### src/rtl/dnc_pkg.sv
package dnc_pkg;

    typedef enum logic [1:0] {
        OP_READ  = 2'd0,
        OP_WRITE = 2'd1,
        OP_CLEAN = 2'd2,
        OP_INVAL = 2'd3
    } dnc_op_e;

    typedef enum logic [2:0] {
        ST_IDLE,
        ST_EVICT,
        ST_MISS,
        ST_BYPASS,
        ST_CLEAN
    } dnc_state_e;

    localparam int CTL_BITS = 2;
    localparam int CTL_DATA = 0;
    localparam int CTL_INSTR = 1;

    // Allocation is suppressed only for debugger accesses in debug state
    // whose path-select control bit is clear.
    function automatic logic alloc_ok(input logic dm, input logic from_dbg,
                                      input logic instr,
                                      input logic [CTL_BITS-1:0] ctl);
        logic sel;
        sel = instr ? ctl[CTL_INSTR] : ctl[CTL_DATA];
        return !(dm && from_dbg && !sel);
    endfunction

endpackage

### src/rtl/dnc_ctl_reg.sv
module dnc_ctl_reg
    import dnc_pkg::*;
#(
    parameter logic [CTL_BITS-1:0] IMPL_MASK = 2'b11
) (
    input  logic                clk,
    input  logic                rst,
    input  logic                we,
    input  logic [CTL_BITS-1:0] wdata,
    output logic [CTL_BITS-1:0] rdata
);

    for (genvar b = 0; b < CTL_BITS; b++) begin : g_bit
        if (IMPL_MASK[b]) begin : g_impl
            logic bit_q;
            always_ff @(posedge clk) begin
                if (rst) begin
                    bit_q <= 1'b0;
                end else if (we) begin
                    bit_q <= wdata[b];
                end
            end
            assign rdata[b] = bit_q;
        end else begin : g_tied
            assign rdata[b] = 1'b0;
        end
    end

endmodule

### src/rtl/dnc_alloc_policy.sv
module dnc_alloc_policy
    import dnc_pkg::*;
(
    input  logic                dbg_mode,
    input  logic                req_dbg,
    input  logic                req_instr,
    input  logic [CTL_BITS-1:0] ctl,
    output logic                alloc_en
);

    always_comb begin
        alloc_en = alloc_ok(dbg_mode, req_dbg, req_instr, ctl);
    end

endmodule

### src/rtl/dnc_line_store.sv
module dnc_line_store #(
    parameter int IDX_W  = 2,
    parameter int TAG_W  = 6,
    parameter int DATA_W = 16
) (
    input  logic              clk,
    input  logic              rst,
    input  logic [IDX_W-1:0]  idx,
    output logic              rd_valid,
    output logic              rd_dirty,
    output logic [TAG_W-1:0]  rd_tag,
    output logic [DATA_W-1:0] rd_data,
    input  logic              wr_en,
    input  logic              wr_valid,
    input  logic              wr_dirty,
    input  logic [TAG_W-1:0]  wr_tag,
    input  logic [DATA_W-1:0] wr_data
);

    localparam int LINES = 1 << IDX_W;

    logic              valid_a [LINES];
    logic              dirty_a [LINES];
    logic [TAG_W-1:0]  tag_a   [LINES];
    logic [DATA_W-1:0] data_a  [LINES];

    for (genvar g = 0; g < LINES; g++) begin : g_line
        logic              v_q;
        logic              d_q;
        logic [TAG_W-1:0]  t_q;
        logic [DATA_W-1:0] w_q;
        logic              sel;

        assign sel = wr_en && (idx == IDX_W'(g));

        always_ff @(posedge clk) begin
            if (rst) begin
                v_q <= 1'b0;
                d_q <= 1'b0;
                t_q <= '0;
                w_q <= '0;
            end else if (sel) begin
                v_q <= wr_valid;
                d_q <= wr_dirty;
                t_q <= wr_tag;
                w_q <= wr_data;
            end
        end

        assign valid_a[g] = v_q;
        assign dirty_a[g] = d_q;
        assign tag_a[g]   = t_q;
        assign data_a[g]  = w_q;
    end

    assign rd_valid = valid_a[idx];
    assign rd_dirty = dirty_a[idx];
    assign rd_tag   = tag_a[idx];
    assign rd_data  = data_a[idx];

endmodule

### src/rtl/dbg_nalloc_cache.sv
module dbg_nalloc_cache
    import dnc_pkg::*;
#(
    parameter int ADDR_W = 8,
    parameter int DATA_W = 16,
    parameter int IDX_W  = 2,
    parameter logic [1:0] IMPL_MASK = 2'b11
) (
    input  logic              clk,
    input  logic              rst,
    input  logic              dbg_mode,
    input  logic              ctl_we,
    input  logic [1:0]        ctl_wdata,
    output logic [1:0]        ctl_rdata,
    input  logic              req_valid,
    output logic              req_ready,
    input  logic [1:0]        req_op,
    input  logic [ADDR_W-1:0] req_addr,
    input  logic [DATA_W-1:0] req_wdata,
    input  logic              req_dbg,
    input  logic              req_instr,
    output logic [DATA_W-1:0] rsp_rdata,
    output logic              mem_valid,
    input  logic              mem_ready,
    output logic              mem_we,
    output logic [ADDR_W-1:0] mem_addr,
    output logic [DATA_W-1:0] mem_wdata,
    input  logic [DATA_W-1:0] mem_rdata
);

    localparam int TAG_W = ADDR_W - IDX_W;

    dnc_state_e state_q, state_d;
    dnc_op_e    op;

    logic [IDX_W-1:0]  idx;
    logic [TAG_W-1:0]  req_tag;
    logic              alloc_en;
    logic              hit;

    logic              rd_valid, rd_dirty;
    logic [TAG_W-1:0]  rd_tag;
    logic [DATA_W-1:0] rd_data;
    logic              wr_en, wr_valid, wr_dirty;
    logic [TAG_W-1:0]  wr_tag;
    logic [DATA_W-1:0] wr_data;

    assign op      = dnc_op_e'(req_op);
    assign idx     = req_addr[IDX_W-1:0];
    assign req_tag = req_addr[ADDR_W-1:IDX_W];
    assign hit     = rd_valid && (rd_tag == req_tag);

    dnc_ctl_reg #(.IMPL_MASK(IMPL_MASK)) u_ctl (
        .clk   (clk),
        .rst   (rst),
        .we    (ctl_we),
        .wdata (ctl_wdata),
        .rdata (ctl_rdata)
    );

    dnc_alloc_policy u_policy (
        .dbg_mode  (dbg_mode),
        .req_dbg   (req_dbg),
        .req_instr (req_instr),
        .ctl       (ctl_rdata),
        .alloc_en  (alloc_en)
    );

    dnc_line_store #(.IDX_W(IDX_W), .TAG_W(TAG_W), .DATA_W(DATA_W)) u_store (
        .clk      (clk),
        .rst      (rst),
        .idx      (idx),
        .rd_valid (rd_valid),
        .rd_dirty (rd_dirty),
        .rd_tag   (rd_tag),
        .rd_data  (rd_data),
        .wr_en    (wr_en),
        .wr_valid (wr_valid),
        .wr_dirty (wr_dirty),
        .wr_tag   (wr_tag),
        .wr_data  (wr_data)
    );

    always_ff @(posedge clk) begin
        if (rst) begin
            state_q <= ST_IDLE;
        end else begin
            state_q <= state_d;
        end
    end

    always_comb begin
        state_d   = state_q;
        req_ready = 1'b0;
        rsp_rdata = rd_data;
        mem_valid = 1'b0;
        mem_we    = 1'b0;
        mem_addr  = req_addr;
        mem_wdata = req_wdata;
        wr_en     = 1'b0;
        wr_valid  = rd_valid;
        wr_dirty  = rd_dirty;
        wr_tag    = rd_tag;
        wr_data   = rd_data;

        case (state_q)
            ST_IDLE: begin
                if (req_valid) begin
                    case (op)
                        OP_READ, OP_WRITE: begin
                            if (hit) begin
                                req_ready = 1'b1;
                                if (op == OP_WRITE) begin
                                    wr_en    = 1'b1;
                                    wr_dirty = 1'b1;
                                    wr_data  = req_wdata;
                                end
                            end else if (!alloc_en) begin
                                state_d = ST_BYPASS;
                            end else if (rd_valid && rd_dirty) begin
                                state_d = ST_EVICT;
                            end else begin
                                state_d = ST_MISS;
                            end
                        end
                        OP_CLEAN: begin
                            if (rd_valid && rd_dirty) begin
                                state_d = ST_CLEAN;
                            end else begin
                                req_ready = 1'b1;
                            end
                        end
                        default: begin
                            wr_en     = 1'b1;
                            wr_valid  = 1'b0;
                            wr_dirty  = 1'b0;
                            req_ready = 1'b1;
                        end
                    endcase
                end
            end
            ST_EVICT, ST_CLEAN: begin
                mem_valid = 1'b1;
                mem_we    = 1'b1;
                mem_addr  = {rd_tag, idx};
                mem_wdata = rd_data;
                if (mem_ready) begin
                    wr_en    = 1'b1;
                    wr_dirty = 1'b0;
                    if (state_q == ST_EVICT) begin
                        state_d = ST_MISS;
                    end else begin
                        req_ready = 1'b1;
                        state_d   = ST_IDLE;
                    end
                end
            end
            ST_MISS: begin
                if (op == OP_WRITE) begin
                    wr_en     = 1'b1;
                    wr_valid  = 1'b1;
                    wr_dirty  = 1'b1;
                    wr_tag    = req_tag;
                    wr_data   = req_wdata;
                    req_ready = 1'b1;
                    state_d   = ST_IDLE;
                end else begin
                    mem_valid = 1'b1;
                    if (mem_ready) begin
                        wr_en     = 1'b1;
                        wr_valid  = 1'b1;
                        wr_dirty  = 1'b0;
                        wr_tag    = req_tag;
                        wr_data   = mem_rdata;
                        rsp_rdata = mem_rdata;
                        req_ready = 1'b1;
                        state_d   = ST_IDLE;
                    end
                end
            end
            ST_BYPASS: begin
                mem_valid = 1'b1;
                mem_we    = (op == OP_WRITE);
                if (mem_ready) begin
                    rsp_rdata = mem_rdata;
                    req_ready = 1'b1;
                    state_d   = ST_IDLE;
                end
            end
            default: state_d = ST_IDLE;
        endcase
    end

endmodule

### config.mk
export PLATFORM = sky130hd
export DESIGN_NAME = dbg_nalloc_cache
export DESIGN_NICKNAME = d
export VERILOG_FILES = /design/src/rtl/dnc_pkg.sv /design/src/rtl/dnc_ctl_reg.sv /design/src/rtl/dnc_alloc_policy.sv /design/src/rtl/dnc_line_store.sv /design/src/rtl/dbg_nalloc_cache.sv
export SDC_FILE = /design/constraint.sdc
export NUM_CORES = 1
export LEC_CHECK = 0
export BUFFER_PORTS_ARGS = -buffer_cell sky130_fd_sc_hd__buf_2
export CORE_AREA = 2 2 101 103
export DETAILED_ROUTE_END_ITERATION = 10
export DIE_AREA = 0 0 103 105
export GPL_ROUTABILITY_DRIVEN = 0
export GPL_TIMING_DRIVEN = 1
export PLACE_DENSITY_LB_ADDON = 0.12
export SETUP_SLACK_MARGIN = 0.4
export SYNTH_ARGS = -nofsm -noshare
export SYNTH_HDL_FRONTEND = slang
export SYNTH_SLANG_ARGS = --single-unit
### constraint.sdc
create_clock -name clk -period 8.1 [get_ports clk]
set_input_delay 1.62 -clock clk [delete_from_list [all_inputs] [get_ports clk]]
set_output_delay 1.62 -clock clk [all_outputs]
set_load 0.02 [all_outputs]
==> results.md <==
* Family with the most delay on the worst path: buffers and inverters
* RSZ-0062 raised after global routing: no
* Arr. time, crit path at 4250 ps
* Slowest stage delay, CP at 680 ps
* CTS tree: yes
* GR Util met3 at about 5.7%
* Layout cells sized above 1 at 38.2%
* Setup bufs post-CTS at 0
* Critical-path top delay cell: mux4_1
* Post-route insts no fill at 745
* Comb pwr share at 17.7%
* Yosys warnings at 0
* # diodes at 0
* Util after Layout at 68.0%
* Setup-failing EPs final at 0
* Slew Limit Fails at 0
* Final ANT Viol Nets at 0
* Synth top area cells: dfxtp_1, mux2_2, o2bb2ai_1
* CP most frequent cell: buf_2
* PD cells at 150 mW/mm^2
* Cell area after layout at 0.00655 sq mm
* Switching pwr at 0.294 mW
* GRT busiest layer: met2
* Outcome: finished, final reports clean
* Htree depth at 3
* Clock power share at 31.1%
* Layout area overhead at 13.3%
* Top FF cell, synth: dfxtp_1
* Synthesized area at 0.00578 sq mm
* CORE AREA at 0.00964 sq mm
* Internal power at 0.690 mW
* Fmax at ~170 MHz
* EDFF count, synth at 0
* Yosys top cell by area: dfxtp_1
* Leak Pwr at between 2 and 3 nW
* Routed WL at 14.3 mm
* Worst Path Max Fanout at 20
* Worst EP required at approximately 6500 ps
* VDD IR max at 0.110 mV
* Worst-path clk slew at 90 ps
* Hold WC Path Type: reg2reg
* Wire length per cell at 19.2 um
* Critical path type: in2out
* CTS root buf: clkbuf_8
* Minimum clock period at 5870 ps
* Post_cts resized at 0
* TritonCTS buffer count at 9
* Synthesized net count at 580
* Setup TNS at 0 ps
* Routing usage on met2 at 45.6%
* Largest net degree at the start of global routing at 41
* Placed Instances at between 700 and 800
* Die Width at 103 um
* Number of library cell types mapped by synthesis at 51
* First-pass GRT wire length at between 20 and 25 mm
* Die ar. at 0.0108 sq mm
* Worst-case clock buffer depth at 2
* # port buffers at 96
* Sw Ratio at 29.8%
* I/O Pins at 97
* Clock Latency Late Sink at approximately 360 ps
* CTS Sinks at 101
* Drt first pass iters at 7
* CP Buf/Inv Count at 3
* Rel. slew slack at 31.0%
* Final Cycle Share at between 70 and 80%
* Worst slew pin tran at 1030 ps
* Syn_area_per_cell at 11.0 sq um
* Initial antenna violation count at 0
* Flop pwr share at between 50% and 60%
* Via count at 4,659
* Hold-fix buffers, CTS at 0
* Vias per cell at about 6.3
* Post-synthesis sequential area ratio at a little over a third
* Setup Skew at roughly 11 ps
* Fin. Hold Viols at 0
* Max cap viols at 0
* Final #Nets at about 660
* Total global-route track usage at roughly 27%
* Rows at 36
* Top cell type's share of synthesized area at 35.0%
* Worst setup EP type: primary output
* Post-synthesis register bit count at 101
* Vias in the first global route at 4,595
* DRC Markers at 0
* Cell Chain, Critical Path: buf_2 > buf_4 > mux4_1 > xor2_2 > nor3_1 > o2111ai_1 > o211ai_1 > buf_2
* Initial DRC count at 305
* M1 GR Usage at around 37%
* Syn Inst Count at 528
* Async S/R FF share, synth at 0%
* Die height at 105 um
* Gr ovfl total at 0
* Critical path launch point type: input port
* Initial Util at 60.0%
* Post-DP HPWL at 9.46 mm
* DP Area at 0.00636 sq mm
through the flow:
| stage | setup slack, ps | power [mW] | hold WS (ps) |
|---|---|---|---|
| finish | 2230 | 0.984 | 463 |
| global route | 1990 | 1.03 | 486 |
| CTS | 2190 | 0.992 | 464 |
| detailed placement | 2200 | 0.688 | 441 |
| global placement | 2250 | 0.684 | 439 |
| floorplan | 3080 | 0.633 | 427 |
sequential cells by signal, indices dropped and copies added, names as in the netlist:
| name | cells |
|---|---|
| state_q | 3 |
| u_ctl.g_bit.g_impl.bit_q | 2 |
| u_store.g_line.d_q | 4 |
| u_store.g_line.t_q | 24 |
| u_store.g_line.v_q | 4 |
| u_store.g_line.w_q | 64 |
power by group through the flow:
stage,registers [mW],logic (mW),clock network [mW]
after floorplan,0.513,0.121,0
after global placement,0.515,0.170,0
after detailed placement,0.515,0.173,0
after CTS,0.503,0.174,0.315
after global routing,0.504,0.188,0.334
final,0.504,0.174,0.306
cell usage after synthesis (3+ instances only):
cell / number
dfxtp_1: 101
o2bb2ai_1: 64
mux2_2: 62
mux2i_1: 33
nand2_1: 33
nor2b_1: 29
clkbuf_1: 27
mux4_2: 23
nand2b_1: 21
a21oi_1: 20
nor2_1: 14
a221oi_4: 10
nand3_1: 9
a221oi_1: 6
xnor2_1: 6
a211oi_1: 5
buf_1: 5
nor4_1: 5
o21ai_1: 5
buf_4: 4
o211ai_1: 4
o21ai_0: 4
buf_6: 3
nor3_1: 3
layout by cell type, fill, tap and decap left out, types with 2 or more instances in the layout:
| cell | n |
|---|---|
| o2111ai_1 | 2 |
| nand3_1 | 9 |
| o211ai_1 | 4 |
| nand2b_1 | 21 |
| inv_1 | 2 |
| a221oi_4 | 10 |
| a211oi_2 | 3 |
| inv_6 | 3 |
| o2bb2ai_1 | 64 |
| dfxtp_1 | 101 |
| nor4_1 | 5 |
| xnor2_1 | 6 |
| buf_2 | 96 |
| a221oi_1 | 6 |
| a21oi_1 | 19 |
| o31ai_1 | 2 |
| nor2b_1 | 28 |
| mux2_2 | 62 |
| nor3_1 | 3 |
| o21ai_1 | 5 |
| and3_1 | 2 |
| clkbuf_8 | 10 |
| o21ai_0 | 4 |
| nor2_1 | 13 |
| buf_4 | 13 |
| mux2i_1 | 33 |
| mux4_2 | 23 |
| nand2_1 | 33 |
| a211oi_1 | 2 |
kinds of logic (layout without fill, tap and decap cells):
kind of cell | after synthesis | in the layout | synth area share, %
multiplexers | 119 | 119 | 27.2
AO/OA/AOI/OAI | 134 | 134 | 21.2
XOR/XNOR | 7 | 7 | 1.19
buffers and inverters | 43 | 127 | 3.48
flip-flops | 101 | 101 | 35.0
AND/OR/NAND/NOR | 124 | 124 | 12.0
layer usage:
layer  share of wire [%]  up-vias  wire [um]
li1                    -     2204          -
met4                0.48        0         69
met5                   0        -          0
met3                 6.1        6        870
met1                  44     2284       6280
met2                  50      165       7090
final timing paths:
check             slack (ps)                      start                         to  cells past startpoint
hold / removal           460  u_store.g_line[2].w_q[15]  u_store.g_line[2].w_q[15]                      1
hold reg to reg          460  u_store.g_line[2].w_q[15]  u_store.g_line[2].w_q[15]                      1
setup / recovery        2230                req_addr[0]                  req_ready                      8
setup reg to reg        5080                 state_q[2]   u_store.g_line[1].t_q[5]                      6
cell type report:
cell class                 instances  area, sq um
clock buffer                      10          138
clock inverter                     6         51.3
fill                             757         3090
inverter                           2         7.51
multi-input combinational        384         3590
sequential                       101         2020
tap                              133          166
timing repair buffer             109          578
Note: power is estimated with default switching activity, not from simulation.
